--- config.mk ---
export PLATFORM = sky130hd
export DESIGN_NAME = tick_timer
export DESIGN_NICKNAME = d
export VERILOG_FILES = /design/src/rtl/tt_pkg.sv /design/src/rtl/tt_prescale.sv /design/src/rtl/tt_counter.sv /design/src/rtl/tt_irq.sv /design/src/rtl/tick_timer.sv
export SDC_FILE = /design/constraint.sdc
export NUM_CORES = 1
export LEC_CHECK = 0
export BUFFER_PORTS_ARGS = -buffer_cell sky130_fd_sc_hd__buf_2
export CORE_ASPECT_RATIO = 2
export CORE_MARGIN = 10
export CORE_UTILIZATION = 49
export CTS_CLUSTER_SIZE = 8
export DETAILED_ROUTE_END_ITERATION = 8
export PLACE_DENSITY = 0.71
export SYNTH_ARGS = -nofsm -noshare
export SYNTH_HDL_FRONTEND = slang
export SYNTH_SLANG_ARGS = --single-unit
--- constraint.sdc ---
create_clock -name clk -period 2.6 [get_ports clk]
set_input_delay 0.13 -clock clk [delete_from_list [all_inputs] [get_ports clk]]
set_output_delay 0.13 -clock clk [all_outputs]
set_load 0.01 [all_outputs]
--- src/rtl/tt_pkg.sv ---
// Shared definitions for the tick timer: operation codes and the register map.
// Assumes word addressing; addresses fit in three bits.
package tt_pkg;

    typedef enum logic [1:0] {
        OP_IDLE = 2'd0,
        OP_LOAD = 2'd1,
        OP_RUN  = 2'd2,
        OP_HALT = 2'd3
    } tt_op_e;

    localparam int A_DIV    = 0;
    localparam int A_CTRL   = 1;
    localparam int A_COUNT  = 2;
    localparam int A_MASK   = 3;
    localparam int A_ACK    = 4;
    localparam int A_RAW    = 5;
    localparam int A_MASKED = 6;

    localparam int OP_LSB   = 0;
    localparam int RATE_LSB = 4;

endpackage

--- src/rtl/tt_prescale.sv ---
// Count-edge generator: while running, asserts tick_o once every 2^rate_i clocks.
// Assumes rate_i stays constant while run_i is high; clears its phase when stopped
// so that the first edge lands 2^rate_i clocks after running starts.
module tt_prescale #(
    parameter int RATE_W = 2
) (
    input  logic              clk,
    input  logic              rst_n,
    input  logic              run_i,
    input  logic [RATE_W-1:0] rate_i,
    output logic              tick_o
);
    localparam int PRE_W = (1 << RATE_W) - 1;

    logic [PRE_W-1:0] pre_q;
    logic [PRE_W-1:0] mask;

    // Build the low-bit mask selecting a 2^rate phase.
    always_comb begin
        for (int i = 0; i < PRE_W; i++) begin
            mask[i] = (i < int'(rate_i));
        end
    end

    // Phase counter runs only while counting is enabled.
    always_ff @(posedge clk) begin
        if (!rst_n || !run_i) pre_q <= '0;
        else                  pre_q <= pre_q + 1'b1;
    end

    assign tick_o = run_i && ((pre_q & mask) == mask);

    // Back-to-back edges only happen at the fastest rate.
    p_spaced_ticks_r3: assert property (@(posedge clk) disable iff (!rst_n)
        (rate_i != '0 && $past(rate_i) == rate_i && $past(tick_o)) |-> !tick_o);

endmodule

--- src/rtl/tt_counter.sv ---
// Down counter with reload: holds the divider while loading, steps down on
// each tick, and reloads from the divider when a tick meets a count of 1 or 0.
// Assumes load_i and tick_i are never both high.
module tt_counter #(
    parameter int CNT_W = 32
) (
    input  logic             clk,
    input  logic             rst_n,
    input  logic             load_i,
    input  logic             tick_i,
    input  logic [CNT_W-1:0] div_i,
    output logic [CNT_W-1:0] count_o,
    output logic             expire_o
);
    logic [CNT_W-1:0] count_q;
    logic             at_end;

    assign at_end   = (count_q <= CNT_W'(1));
    assign expire_o = tick_i && !load_i && at_end;

    // Load, step or reload the live count.
    always_ff @(posedge clk) begin
        if (!rst_n)       count_q <= '0;
        else if (load_i)  count_q <= div_i;
        else if (tick_i)  count_q <= at_end ? div_i : count_q - 1'b1;
    end

    assign count_o = count_q;

    p_load_copies_r2: assert property (@(posedge clk) disable iff (!rst_n)
        load_i |=> count_o == $past(div_i));
    p_step_down_r3: assert property (@(posedge clk) disable iff (!rst_n)
        (tick_i && !load_i && count_o > CNT_W'(1)) |=> count_o == $past(count_o) - 1'b1);
    p_reload_r4: assert property (@(posedge clk) disable iff (!rst_n)
        expire_o |=> count_o == $past(div_i));
    p_frozen_r6: assert property (@(posedge clk) disable iff (!rst_n)
        (!tick_i && !load_i) |=> $stable(count_o));

endmodule

--- src/rtl/tt_irq.sv ---
// Pending-interrupt flag: set by an expiry, cleared by an acknowledge, with the
// expiry winning a same-cycle collision; the masked view feeds irq.
module tt_irq (
    input  logic clk,
    input  logic rst_n,
    input  logic set_i,
    input  logic ack_i,
    input  logic mask_i,
    output logic pending_o,
    output logic masked_o
);
    logic pending_q;

    // Sticky flag with set priority over acknowledge.
    always_ff @(posedge clk) begin
        if (!rst_n)      pending_q <= 1'b0;
        else if (set_i)  pending_q <= 1'b1;
        else if (ack_i)  pending_q <= 1'b0;
    end

    assign pending_o = pending_q;
    assign masked_o  = pending_q & mask_i;

    p_set_r4: assert property (@(posedge clk) disable iff (!rst_n)
        set_i |=> pending_o);
    p_held_r6: assert property (@(posedge clk) disable iff (!rst_n)
        (pending_o && !ack_i) |=> pending_o);
    p_ack_clears_r7: assert property (@(posedge clk) disable iff (!rst_n)
        (ack_i && !set_i) |=> !pending_o);
    p_no_spurious_r4: assert property (@(posedge clk) disable iff (!rst_n)
        (!pending_o && !set_i) |=> !pending_o);

endmodule

--- src/rtl/tick_timer.sv ---
// Top of the periodic tick timer: register file, write decode, read mux, and the
// prescaler, counter and interrupt flag beneath. Assumes one write per cycle and
// that CNT_W is at least 6 so the control fields fit.
module tick_timer
    import tt_pkg::*;
#(
    parameter int CNT_W  = 32,
    parameter int ADDR_W = 3,
    parameter int RATE_W = 2
) (
    input  logic              clk,
    input  logic              rst_n,
    input  logic              wr_en,
    input  logic [ADDR_W-1:0] wr_addr,
    input  logic [CNT_W-1:0]  wr_data,
    input  logic [ADDR_W-1:0] rd_addr,
    output logic [CNT_W-1:0]  rd_data,
    output logic              irq
);
    localparam logic [ADDR_W-1:0] AD_DIV    = ADDR_W'(A_DIV);
    localparam logic [ADDR_W-1:0] AD_CTRL   = ADDR_W'(A_CTRL);
    localparam logic [ADDR_W-1:0] AD_COUNT  = ADDR_W'(A_COUNT);
    localparam logic [ADDR_W-1:0] AD_MASK   = ADDR_W'(A_MASK);
    localparam logic [ADDR_W-1:0] AD_ACK    = ADDR_W'(A_ACK);
    localparam logic [ADDR_W-1:0] AD_RAW    = ADDR_W'(A_RAW);
    localparam logic [ADDR_W-1:0] AD_MASKED = ADDR_W'(A_MASKED);
    localparam int CTRL_PAD = CNT_W - RATE_LSB - RATE_W;

    logic [CNT_W-1:0]  div_q;
    tt_op_e            op_q;
    logic [RATE_W-1:0] rate_q;
    logic              mask_q;

    logic              running, loading, tick, expire, ack, pending, masked;
    logic [CNT_W-1:0]  count;

    assign running = (op_q == OP_RUN);
    assign loading = (op_q == OP_LOAD);
    assign ack     = wr_en && (wr_addr == AD_ACK) && wr_data[0];

    // Software-writable configuration registers.
    always_ff @(posedge clk) begin
        if (!rst_n) begin
            div_q  <= '0;
            op_q   <= OP_IDLE;
            rate_q <= '0;
            mask_q <= 1'b0;
        end else if (wr_en) begin
            if (wr_addr == AD_DIV)  div_q <= wr_data;
            if (wr_addr == AD_CTRL) begin
                op_q   <= tt_op_e'(wr_data[OP_LSB +: 2]);
                rate_q <= wr_data[RATE_LSB +: RATE_W];
            end
            if (wr_addr == AD_MASK) mask_q <= wr_data[0];
        end
    end

    tt_prescale #(.RATE_W(RATE_W)) u_pre (
        .clk    (clk),
        .rst_n  (rst_n),
        .run_i  (running),
        .rate_i (rate_q),
        .tick_o (tick)
    );

    tt_counter #(.CNT_W(CNT_W)) u_cnt (
        .clk      (clk),
        .rst_n    (rst_n),
        .load_i   (loading),
        .tick_i   (tick),
        .div_i    (div_q),
        .count_o  (count),
        .expire_o (expire)
    );

    tt_irq u_irq (
        .clk       (clk),
        .rst_n     (rst_n),
        .set_i     (expire),
        .ack_i     (ack),
        .mask_i    (mask_q),
        .pending_o (pending),
        .masked_o  (masked)
    );

    // Combinational read multiplexer over the register map.
    always_comb begin
        rd_data = '0;
        unique case (rd_addr)
            AD_DIV:    rd_data = div_q;
            AD_CTRL:   rd_data = {{CTRL_PAD{1'b0}}, rate_q, 2'b00, op_q};
            AD_COUNT:  rd_data = count;
            AD_MASK:   rd_data = {{(CNT_W-1){1'b0}}, mask_q};
            AD_RAW:    rd_data = {{(CNT_W-1){1'b0}}, pending};
            AD_MASKED: rd_data = {{(CNT_W-1){1'b0}}, masked};
            default:   rd_data = '0;
        endcase
    end

    assign irq = masked;

    p_irq_gated_r8: assert property (@(posedge clk) disable iff (!rst_n)
        irq |-> (mask_q && pending));
    p_count_idle_r6: assert property (@(posedge clk) disable iff (!rst_n)
        (!running && !loading) |=> $stable(count));

endmodule

Yosys cells after proc, flatten, opt, wreduce, memory -nomap -nowiden
Index checks and enable logic that the tools add are counted.
- flip-flop bits (word level): 73
- input bits: 41
- output and inout bits: 33
- logic and storage cells: 48
- add/sub/neg operators: 2
- magnitude comparators: 4
- equal/unequal tests: 11
- mux-type cells: 6
- bitwise gates (word level): 2
- reduce and logical (&&, ||, !) cells: 16
- operator list (operator ; count):
    32-bit one-hot mux with 6 select lines ; 1
    32-bit two-way mux ; 3
    32-bit by 1-bit <= comparator with 1-bit output, second input constant ; 1
    32-bit by 1-bit subtractor with 32-bit output, second input constant ; 1
    3-bit by 2-bit == test with 1-bit output, second input constant ; 3
    3-bit == test, second input constant ; 3
    3-bit by 1-bit == test with 1-bit output, second input constant ; 2
    3-bit logical NOT ; 2
    2-bit AND reduction ; 3
    1-bit logical AND ; 5
    1-bit by 2-bit less-than comparator with 1-bit output, first input constant ; 2
    2-bit nonzero test ; 2
    3-bit by 1-bit adder with 3-bit output, second input constant ; 1
    3-bit AND ; 1
    3-bit == test ; 1
    1-bit logical NOT ; 3
    2-bit by 1-bit == test with 1-bit output, second input constant ; 1
    2-bit == test, second input constant ; 1
    2-bit less-than comparator, first input constant ; 1
    1-bit two-way mux ; 2
    1-bit AND ; 1
    1-bit logical OR ; 1

Logic depth before layout (Yosys ltp)
- depth in word-level cells: 7
- depth in mapped cells: 8
- depth with buffers taken out: 7

Cells and area by module
A second synthesis with hierarchy kept.
- cells, all modules: 557
- area, all modules: 4362.9 µm²
- by module, submodules not included (module ; instances ; cells an instance ; area each (µm²) ; sequential area each (µm²)):
    tt_counter ; 1 ; 293 ; 2219.6 ; 640.6
    tick_timer ; 1 ; 246 ; 1964.4 ; 740.7
    tt_prescale ; 1 ; 14 ; 130.1 ; 60.1
    tt_irq ; 1 ; 4 ; 48.8 ; 20.0

Worst setup path before layout
OpenSTA, ideal clock, no wires.
- path type: register to register
- start: reg u_cnt.count_q[0], in the netlist u_cnt.count_o[0]
- end: reg u_cnt.count_q[30], in the netlist u_cnt.count_o[30]
- setup time: 0.122 ns
- arrival time: 1.996 ns
- required time: 2.478 ns
- setup slack: 0.482 ns
- stages on the path, launching flop included: 8
- path buffers: 0
- period minus slack after synthesis: 2.118 ns
- cells stage by stage: dfxtp_1 -> inv_1 -> ha_1 -> or3b_1 -> or4_1 -> a211oi_1 -> nor4_1 -> a221o_1
- longest elaborated chain between the ends: 4
- elaborated cells on any way between the ends: 5
- those cells by class: 1 x add/sub; 1 x order compare; 3 x mux
- RTL lines (element ; RTL line ; source):
    start: declaration ; tt_counter.sv:15 ; logic [CNT_W-1:0] count_q;
    start signal: assignment ; tt_counter.sv:24 ; else if (load_i) count_q <= div_i;
    start signal: assignment ; tt_counter.sv:25 ; else if (tick_i) count_q <= at_end ? div_i : count_q - 1'b1;
    32-bit by 1-bit subtractor with 32-bit output or 32-bit by 1-bit <= comparator with 1-bit output (tied branches) ; tt_counter.sv:25, tt_counter.sv:18 ;
    32-bit two-way mux * (2 in series) ; tt_counter.sv:25 ;
    32-bit two-way mux * ; tt_counter.sv:24 ;
Every way passes the cells marked *; elsewhere a longest branch is shown, timed or not. The select of a mux whose other input is x is not followed.
A chain may end at the register's enable or synchronous reset.

Worst setup path in the final report
- start: reg u_cnt.count_q[14], in the netlist u_cnt.count_o[14]
- end: reg u_cnt.count_q[31], in the netlist u_cnt.count_o[31]
Same word-level chain as after synthesis.

==> run summary <==
Largest family of logic cells by synthesized area -> compound AO/OA/AOI/OAI gates
Critical Path AT -> 2.59 ns
Cells after Synth -> 526
Total congestion overflow -> 0
Dpl cell area -> 0.00489 mm2
Post-DRT Antenna Nets -> 0
Initial drt markers -> 392
VDD IR max -> 630 uV
Vias in the first global route -> 4,610
Clock tree buffer depth -> 2
Vias/cell -> 6.51
Syn nets -> 570
Average routed wire per standard cell -> 20.9 um
Status -> finished, final reports clean
Setup CP Type -> flop to flop
Fin area -> 0.00516 mm2
Post-synthesis mux area share -> 3.11%
Final Hold Violating Endpoints -> 0
Layout cells sized above 1 -> 24.2%
Initial core utilization -> 49.6%
Slew headroom -> 63.5%
Total power -> 5.47 mW
Worst Hold Class -> primary input to flop
Dpl cells -> 703
Post-layout min period -> 2.32 ns
IO Port Bufs -> 73
FFs w/ async S/R, synth -> 0%
Post-DP HPWL -> 11,200 um
Worst-margin pin slew -> 0.545 ns
Met3 usage -> 4.60%
Mapped Area -> 0.00426 mm2
Top-count cell post-synth -> nand2_1
Slowest cell on the critical path -> or4_1
I/O pin total -> 74
CTS tree -> done
Pwr dens -> 1060 mW/mm2
Post-synth EDFFs -> 0
Register area share after synthesis -> 34.3%
Final Max Slew Viols -> 0
FMAX -> 432 MHz
Worst path required time -> 2.87 ns
Initial antenna violation count -> 0
Placeable Area -> 0.00859 mm2
Layout Nets -> 658
Layout Area Growth over Synthesis -> 21.2%
Unrepaired setup endpoints after global routing -> false
# setup viols final -> 0
Final std cells w/o fill -> 719
Synth top area share -> 34.3%
Num rows -> 48
Vias -> 4,679
Root Buffer -> clkbuf_16
Yosys reg bits -> 73
Most used cell, CP -> or4_1
Startpoint types -> flop
Pleak -> 2.16 nW
CTS buffer count -> 9
PostCTS Resize Cnt -> 0
Die Y -> 152 um
TNS Setup -> 0 ns
CP max stage delay -> 0.58 ns
Worst Skew -> 0.00526 ns
Synth Area in Adders -> 0.881%
Synth Area in Simple Gates -> 26.3%
Largest net degree at the start of global routing -> 33
Top post-synthesis cells by count -> 85 x nand2_1, 73 x dfxtp_1, 48 x a21oi_1
Die width -> 85.9 um
Residual DRC count -> 0
Gr busiest metal -> met2
Drt pass-1 iters -> 7
Ys Warns -> 0
GPL Wtd Cong -> 0.963
H-tree depth -> 3
Post-synth top area cell -> dfxtp_1
Synth top area cells -> dfxtp_1 34%, nand2_1 7.5%, a22o_1 6.4%
Met2 usage -> 39.4%
Clock Pin Slew Worst Setup and Hold Paths -> 0.06 ns
Cell Chain, Critical Path -> nor4_4 > nand4_2 > or4_1 > or4_1 > a31oi_1
MaxCap Viol Count -> 0
Mapped Avg Cell Area -> 8.10 um2
Clk_lat worst skew -> 0.34 ns
M1 GR Usage -> 23.2%
Synth Area in Compound Gates -> 29.1%
Clock sinks -> 73
Total wire length -> 15,100 um
CP endpoint kind -> flop
Global-route wire length before repair -> 23,800 um
Main synth FF type -> dfxtp_1
Hold Buf Count CTS -> 0
Antenna cells -> 0
Post-synth cell types -> 69
Die area -> 0.0130 mm2
GRT Util Overall -> 22.6%
CP Max Fanout -> 9
Postcts setup bufs -> 0
Period utilization -> 89.1%
Post-synthesis xor/xnor area fraction -> 0.206%
## cell families after synthesis
group | after synthesis
DFF | 73
and+or+nand+nor | 219
adders and majority gates | 3
muxes | 12
buffers and inverters | 52
xor gates and xnor gates | 1
AOI/OAI and AO/OA | 166
## cell type report
cell class	instances	area, um2
inverter	12	45.0
sequential	73	1460
fill	835	3430
multi-input combinational	401	2550
tap	100	125
clock inverter	6	33.8
timing repair buffer	117	708
clock buffer	10	239
## power by group
group | switching [mW] | leakage [nW] | total (mW) | internal [mW]
registers | 0.157 | 0.591 | 1.38 | 1.23
logic | 1.79 | 1.43 | 2.95 | 1.16
clock network | 0.480 | 0.142 | 1.14 | 0.664
## cells in the final DEF (no fill, tap or decap), drive strengths merged, types with 3 or more instances in the layout
master | synthesis | routed
and3 | 3 | 3
nor2 | 31 | 31
clkbuf | 35 | 10
or4 | 14 | 14
o311a | 3 | 3
inv | 12 | 12
dfxtp | 73 | 73
a31oi | 6 | 6
nand2 | 86 | 86
nor2b | 3 | 3
and2 | 3 | 3
mux2i | 11 | 11
a22o | 32 | 32
a21oi | 48 | 48
o211ai | 6 | 6
a221o | 6 | 6
a211o | 7 | 7
nor3 | 22 | 22
or3 | 5 | 5
nand2b | 4 | 4
a211oi | 3 | 3
buf | 5 | 117
ha | 3 | 3
nand4 | 11 | 11
clkinv | 0 | 6
nor4 | 11 | 11
a32oi | 4 | 4
nand3 | 18 | 18
o21ai | 9 | 9
o22ai | 7 | 7
o2bb2ai | 8 | 8
o311ai | 4 | 4
a22oi | 3 | 3
## per-layer routing
| metal | vias up | routed length [um] | share of wire [%] |
|---|---|---|---|
| li1 | 2177 | - | - |
| met1 | 2227 | 5250 | 35 |
| met2 | 210 | 7930 | 53 |
| met3 | 65 | 978 | 6.5 |
| met4 | 0 | 899 | 6.0 |
| met5 | - | 0 | 0 |
## final timing paths
check,startpoint,slack (ns),cells past startpoint,endpoint
setup / recovery,u_cnt.count_o[14],0.28,5,u_cnt.count_o[31]
hold / removal,wr_data[7],0.02,3,div_q[7]
setup reg to reg,u_cnt.count_o[14],0.28,5,u_cnt.count_o[31]
hold reg to reg,div_q[9],0.47,2,div_q[9]
## sequential cells by signal, indices dropped and copies added (netlist names)
register         flops
div_q               32
mask_q               1
op_q                 2
rate_q               2
u_cnt.count_o       32
u_irq.pending_o      1
u_pre.pre_q          3
## through the flow
stage / utilization [%] / setup slack [ns] / hold WS, ns
6_report: 60.1 / 0.283 / 0.0207
5_1_grt: 60.1 / 0.145 / 0.0168
4_1_cts: 60.1 / 0.304 / 0.0118
3_5_place_dp: 56.9 / 0.318 / 0.376
3_3_place_gp: 56.9 / 0.316 / 0.370
2_1_floorplan: - / 0.482 / 0.266
## critical path, delay by kind of cell, from the launching register on
| kind | cells | cell delay, ns |
|---|---|---|
| AND/OR/NAND/NOR | 4 | 1.68 |
| flip-flops | 1 | 0.39 |
| AO/OA/AOI/OAI | 1 | 0.17 |
(Power assumes the default switching activity.)
